===== src/rtl/irq_agg_pkg.sv =====
package irq_agg_pkg;
    localparam int unsigned BANKS   = 4;
    localparam int unsigned PERIPHS = 6;
    localparam int unsigned REG_W   = 16;

    typedef enum logic [1:0] {
        ST_IDLE   = 2'd0,
        ST_RAISED = 2'd1,
        ST_GAP    = 2'd2
    } irq_state_t;
endpackage


===== src/rtl/irq_stat_reg.sv =====
module irq_stat_reg #(
    parameter int unsigned NB = 4,
    parameter int unsigned NP = 6,
    localparam int unsigned NS = NB + NP
) (
    input  logic          clk,
    input  logic          rst_n,
    input  logic [NB-1:0] bank_req,
    input  logic [NP-1:0] periph_req,
    input  logic          clr_en,
    input  logic [NS-1:0] clr_bits,
    output logic [NS-1:0] stat_q
);
    // Bank summaries: one register stage, no memory.
    always_ff @(posedge clk or negedge rst_n) begin
        if (!rst_n) stat_q[NB-1:0] <= '0;
        else        stat_q[NB-1:0] <= bank_req;
    end

    // Peripheral bits: set by request, cleared by host only once the source is idle.
    for (genvar k = 0; k < NP; k++) begin : g_periph
        logic clr_ok;
        assign clr_ok = clr_en && clr_bits[NB+k] && !periph_req[k];
        always_ff @(posedge clk or negedge rst_n) begin
            if (!rst_n)             stat_q[NB+k] <= 1'b0;
            else if (periph_req[k]) stat_q[NB+k] <= 1'b1;
            else if (clr_ok)        stat_q[NB+k] <= 1'b0;
        end
    end
endmodule


===== src/rtl/irq_mask_reg.sv =====
module irq_mask_reg #(
    parameter int unsigned MW = 11
) (
    input  logic          clk,
    input  logic          rst_n,
    input  logic          wr_en,
    input  logic [MW-1:0] wdata,
    output logic [MW-1:0] mask_q
);
    always_ff @(posedge clk or negedge rst_n) begin
        if (!rst_n)     mask_q <= '0;
        else if (wr_en) mask_q <= wdata;
    end
endmodule


===== src/rtl/irq_out_fsm.sv =====
module irq_out_fsm
    import irq_agg_pkg::*;
(
    input  logic clk,
    input  logic rst_n,
    input  logic pending,
    input  logic ack,
    output logic irq
);
    irq_state_t state_q, state_d;

    always_ff @(posedge clk or negedge rst_n) begin
        if (!rst_n) state_q <= ST_IDLE;
        else        state_q <= state_d;
    end

    always_comb begin
        state_d = state_q;
        unique case (state_q)
            ST_IDLE:   if (pending) state_d = ST_RAISED;
            ST_RAISED: begin
                if (!pending)  state_d = ST_IDLE;
                else if (ack)  state_d = ST_GAP;
            end
            ST_GAP:    state_d = pending ? ST_RAISED : ST_IDLE;
            default:   state_d = ST_IDLE;
        endcase
    end

    always_comb begin
        irq = (state_q == ST_RAISED);
    end
endmodule


===== src/rtl/irq_status_agg.sv =====
module irq_status_agg
    import irq_agg_pkg::*;
#(
    parameter int unsigned NB = BANKS,
    parameter int unsigned NP = PERIPHS,
    parameter int unsigned DW = REG_W
) (
    input  logic          clk,
    input  logic          rst_n,
    input  logic [NB-1:0] bank_req,
    input  logic [NP-1:0] periph_req,
    input  logic          reg_addr,
    input  logic          reg_wr,
    input  logic [DW-1:0] reg_wdata,
    output logic [DW-1:0] reg_rdata,
    input  logic          irq_ack,
    output logic          irq
);
    localparam int unsigned NS = NB + NP;
    localparam int unsigned MW = NS + 1;

    logic [NS-1:0] stat_q;
    logic [MW-1:0] mask_q;
    logic          pending;
    logic          wr_stat, wr_mask;

    assign wr_stat = reg_wr && (reg_addr == 1'b0);
    assign wr_mask = reg_wr && (reg_addr == 1'b1);

    irq_stat_reg #(.NB(NB), .NP(NP)) u_stat (
        .clk        (clk),
        .rst_n      (rst_n),
        .bank_req   (bank_req),
        .periph_req (periph_req),
        .clr_en     (wr_stat),
        .clr_bits   (reg_wdata[NS-1:0]),
        .stat_q     (stat_q)
    );

    irq_mask_reg #(.MW(MW)) u_mask (
        .clk    (clk),
        .rst_n  (rst_n),
        .wr_en  (wr_mask),
        .wdata  (reg_wdata[MW-1:0]),
        .mask_q (mask_q)
    );

    assign pending = mask_q[0] && (|(stat_q & mask_q[MW-1:1]));

    irq_out_fsm u_fsm (
        .clk     (clk),
        .rst_n   (rst_n),
        .pending (pending),
        .ack     (irq_ack),
        .irq     (irq)
    );

    always_comb begin
        reg_rdata = '0;
        if (reg_addr == 1'b0) reg_rdata[NS-1:0] = stat_q;
        else                  reg_rdata[MW-1:0] = mask_q;
    end
endmodule


===== config.mk =====
export PLATFORM = sky130hd
export DESIGN_NAME = irq_status_agg
export DESIGN_NICKNAME = d
export VERILOG_FILES = /design/src/rtl/irq_agg_pkg.sv /design/src/rtl/irq_stat_reg.sv /design/src/rtl/irq_mask_reg.sv /design/src/rtl/irq_out_fsm.sv /design/src/rtl/irq_status_agg.sv
export SDC_FILE = /design/constraint.sdc
export NUM_CORES = 1
export LEC_CHECK = 0
export ABC_CLOCK_PERIOD_IN_PS = 2100
export BUFFER_PORTS_ARGS = -buffer_cell sky130_fd_sc_hd__buf_2
export CAP_MARGIN = 20
export CORE_MARGIN = 1
export CORE_UTILIZATION = 45
export DETAILED_ROUTE_END_ITERATION = 8
export PLACE_DENSITY = 0.81
export SKIP_LAST_GASP = 1
export SYNTH_ARGS = -nofsm -noshare
export SYNTH_HDL_FRONTEND = slang
export SYNTH_HIERARCHICAL = 1
export SYNTH_SLANG_ARGS = --single-unit

===== constraint.sdc =====
create_clock -name clk -period 2.1 [get_ports clk]
set_input_delay 0.21 -clock clk [delete_from_list [all_inputs] [get_ports clk]]
set_output_delay 0.21 -clock clk [all_outputs]
set_load 0.005 [all_outputs]

==> metrics.txt <==
first-pass GRT wire length 3.15 mm; hold endpoint u_stat/stat_q[8]; CTS tree done; DRC violations left 0; Clk Latency, worst-skew pair ~0.30 ns; WL per Instance around 14 um; largest net degree at the start of global routing 24; min-delay src periph_req[4]; FF+latch area around 580 um^2; Worst Path Required around 1.9 ns; Hold Crit Depth 2; Reg2Reg Depth 4; Nets between 150 and 200; unrepaired setup endpoints after global routing no; max_cap viols 0; die width 51.9 um; share of layout cells above drive strength 1 a little over half; DR iter-0 viols 4; Worst R2R End u_fsm/state_q[1]; CP startpoint kind flop; Num CTS Buffers 3; vias in the first global route 703; via count ~750; Worst path slowest cell dfrtp_1; period utilization approximately 64%; Avg Cell Area, Syn roughly 14 um^2; Ys Warns 6; clock root buffer clkbuf_4; GP Congestion approximately 0.76; Power Total about 950 uW; Synth Register Bits 23; crit path kind reg2out; crit-path cells mux2_4 -> buf_2; total wire length ~2.1 mm; Synth cell types 18; Peak Freq between 0.7 and 0.8 GHz; outcome complete, no violations; initial antenna violation count 0; post-synthesis sequential area ratio between 50 and 60%; Die Span Y slightly above 50 um; area grow syn2layout 23.7%; Critical Path AT approximately 1.1 ns; Worst setup EP type output port; Max Fanout on Critical Path 3; residual overflow from global routing 0; synthesized instance count 78; Hold Vio Cnt, Final 0; footprint of the multi-input gates roughly 500 um^2; Final ANT Viol Nets 0; DIE AREA approximately 2700 um^2; GRT Util Overall between 10% and 20%; IO Count 48; H-tree depth 1; Setup TNS Final 0 ns; RR Startpoint u_stat/stat_q[5]; row count 17; max-slew violations 0; Peak supply drop approximately 420 uV; fin crit period 1.34 ns; Worst Hold Class in2reg; Initial DRT Pass Iterations 4; synthesized area approximately 1100 um^2; Clock Skews approximately 0.0067 ns; DP HPWL about 1.6 mm; vias per std cell roughly 5.0; placeable core area between 2000 and 2500 um^2; P per Cell Area 681 nW/um^2; fill count ~190; port buffer count 37; CTS max path bufs 2; Worst R2R Setup Slack around 0.83 ns; Finish-stage setup viols 0; Clock Sinks 23; P_leak just under 0.7 nW; largest stage delay on the critical path about 0.44 ns; clk slew on worst S/H paths approximately 0.12 ns; Antenna Cells 0; initial core utilization between 40% and 50%
## layout by cell type, fill, tap and decap left out, types with 3 or more instances in the layout
| cell type | netlist | final |
|---|---|---|
| dfrtp_1 | 23 | 23 |
| mux2_2 | 4 | 4 |
| conb_1 | 1 | 5 |
| dlygate4sd3_1 | 0 | 5 |
| mux2_4 | 17 | 17 |
| a21o_1 | 6 | 6 |
| nand2_1 | 6 | 6 |
| clkbuf_4 | 0 | 3 |
| and2_1 | 3 | 3 |
| buf_2 | 0 | 37 |
## worst max-delay path by stage
| stage | endpoint | from | depth (start not counted) | slack [ns] |
|---|---|---|---|---|
| after floorplan | u_fsm/state_q[1] | u_stat/stat_q[5] | 4 | 0.98 |
| after global placement | u_mask/mask_q[8] | reg_addr | 4 | 0.74 |
| after detailed placement | u_mask/mask_q[8] | reg_addr | 4 | 0.72 |
| after CTS | reg_rdata[8] | u_stat/stat_q[8] | 2 | 0.74 |
| after global routing | reg_rdata[8] | u_stat/stat_q[8] | 2 | 0.71 |
| final | reg_rdata[8] | u_stat/stat_q[8] | 2 | 0.76 |
## Yosys cell counts
library cell / count / area share [%]
nor2b_1: 1 / 0.56
inv_1: 1 / 0.33
a31oi_1: 1 / 0.56
buf_4: 5 / 3.3
nand2_1: 6 / 2.0
and3_1: 1 / 0.56
and2_1: 3 / 1.7
dfrtp_1: 23 / 51
o21ai_1: 1 / 0.45
mux2_4: 17 / 23
a22o_1: 2 / 1.6
a22oi_1: 1 / 0.67
buf_6: 2 / 2.0
mux2_2: 4 / 4.0
a21o_1: 6 / 4.0
a221oi_2: 2 / 2.7
nor2b_4: 1 / 1.2
conb_1: 1 / 0.33
## through the flow
step | util, % | setup slack, ns | instances | hold slack [ns] | cell area (um^2)
floorplan | - | 0.983 | 82 | -0.0856 | 1140
global placement | 57.7 | 0.738 | 142 | 0.202 | 1310
detailed placement | 57.7 | 0.721 | 142 | 0.207 | 1310
CTS | 59.3 | 0.739 | 147 | 0.000505 | 1350
global route | 61.0 | 0.713 | 151 | 0.0557 | 1390
finish | 61.0 | 0.758 | 151 | 0.0776 | 1390
## power by group
part / switching (mW) / internal, mW / leakage [nW]
registers: 0.0407 / 0.489 / 0.258
clock network: 0.122 / 0.0739 / 0.0150
logic: 0.0758 / 0.144 / 0.409
total: 0.239 / 0.707 / 0.683
## routing by layer
layer	track usage, %	vias to the layer above	share of wire, %
met5	0	-	0
li1	-	357	-
met4	5.41	0	0.34
met3	2.63	2	5.5
met2	27.6	29	49
met1	21.8	363	45
## flip-flops by register name, indices dropped and copies added, names as in the netlist
| name | flops |
|---|---|
| u_fsm/state_q | 2 |
| u_stat/stat_q | 10 |
| u_mask/mask_q | 11 |
## layout make-up
type,instances,area share (%)
Sequential cell,23,41.4
Tap cell,28,2.52
Inverter,1,0.270
Timing Repair Buffer,44,18.0
Multi-Input combinational cell,51,35.9
Clock buffer,4,1.89
## timing repair
| item | in CTS | in global routing |
|---|---|---|
| buffers inserted | 0 | 0 |
| endpoints found under the hold margin | 23 | 4 |
| hold buffers | 1 | 4 |
| resized for setup | 0 | 0 |
## cell families (layout without fill, tap and decap cells)
group	count (synthesis)	after routing	synth area share [%]
flip-flops	23	23	51.3
multiplexers	21	21	26.8
AND/OR/NAND/NOR	12	12	6.02
buffers and inverters	8	49	5.69
AO/OA/AOI/OAI	13	13	9.92
other	1	5	0.334
## critical path, delay by kind of cell, from the launching register on
family	cells	cell delay, ns
flip-flops	1	0.44
multiplexers	1	0.27
buffers and inverters	1	0.12
Power figures use the tool's default switching activity.
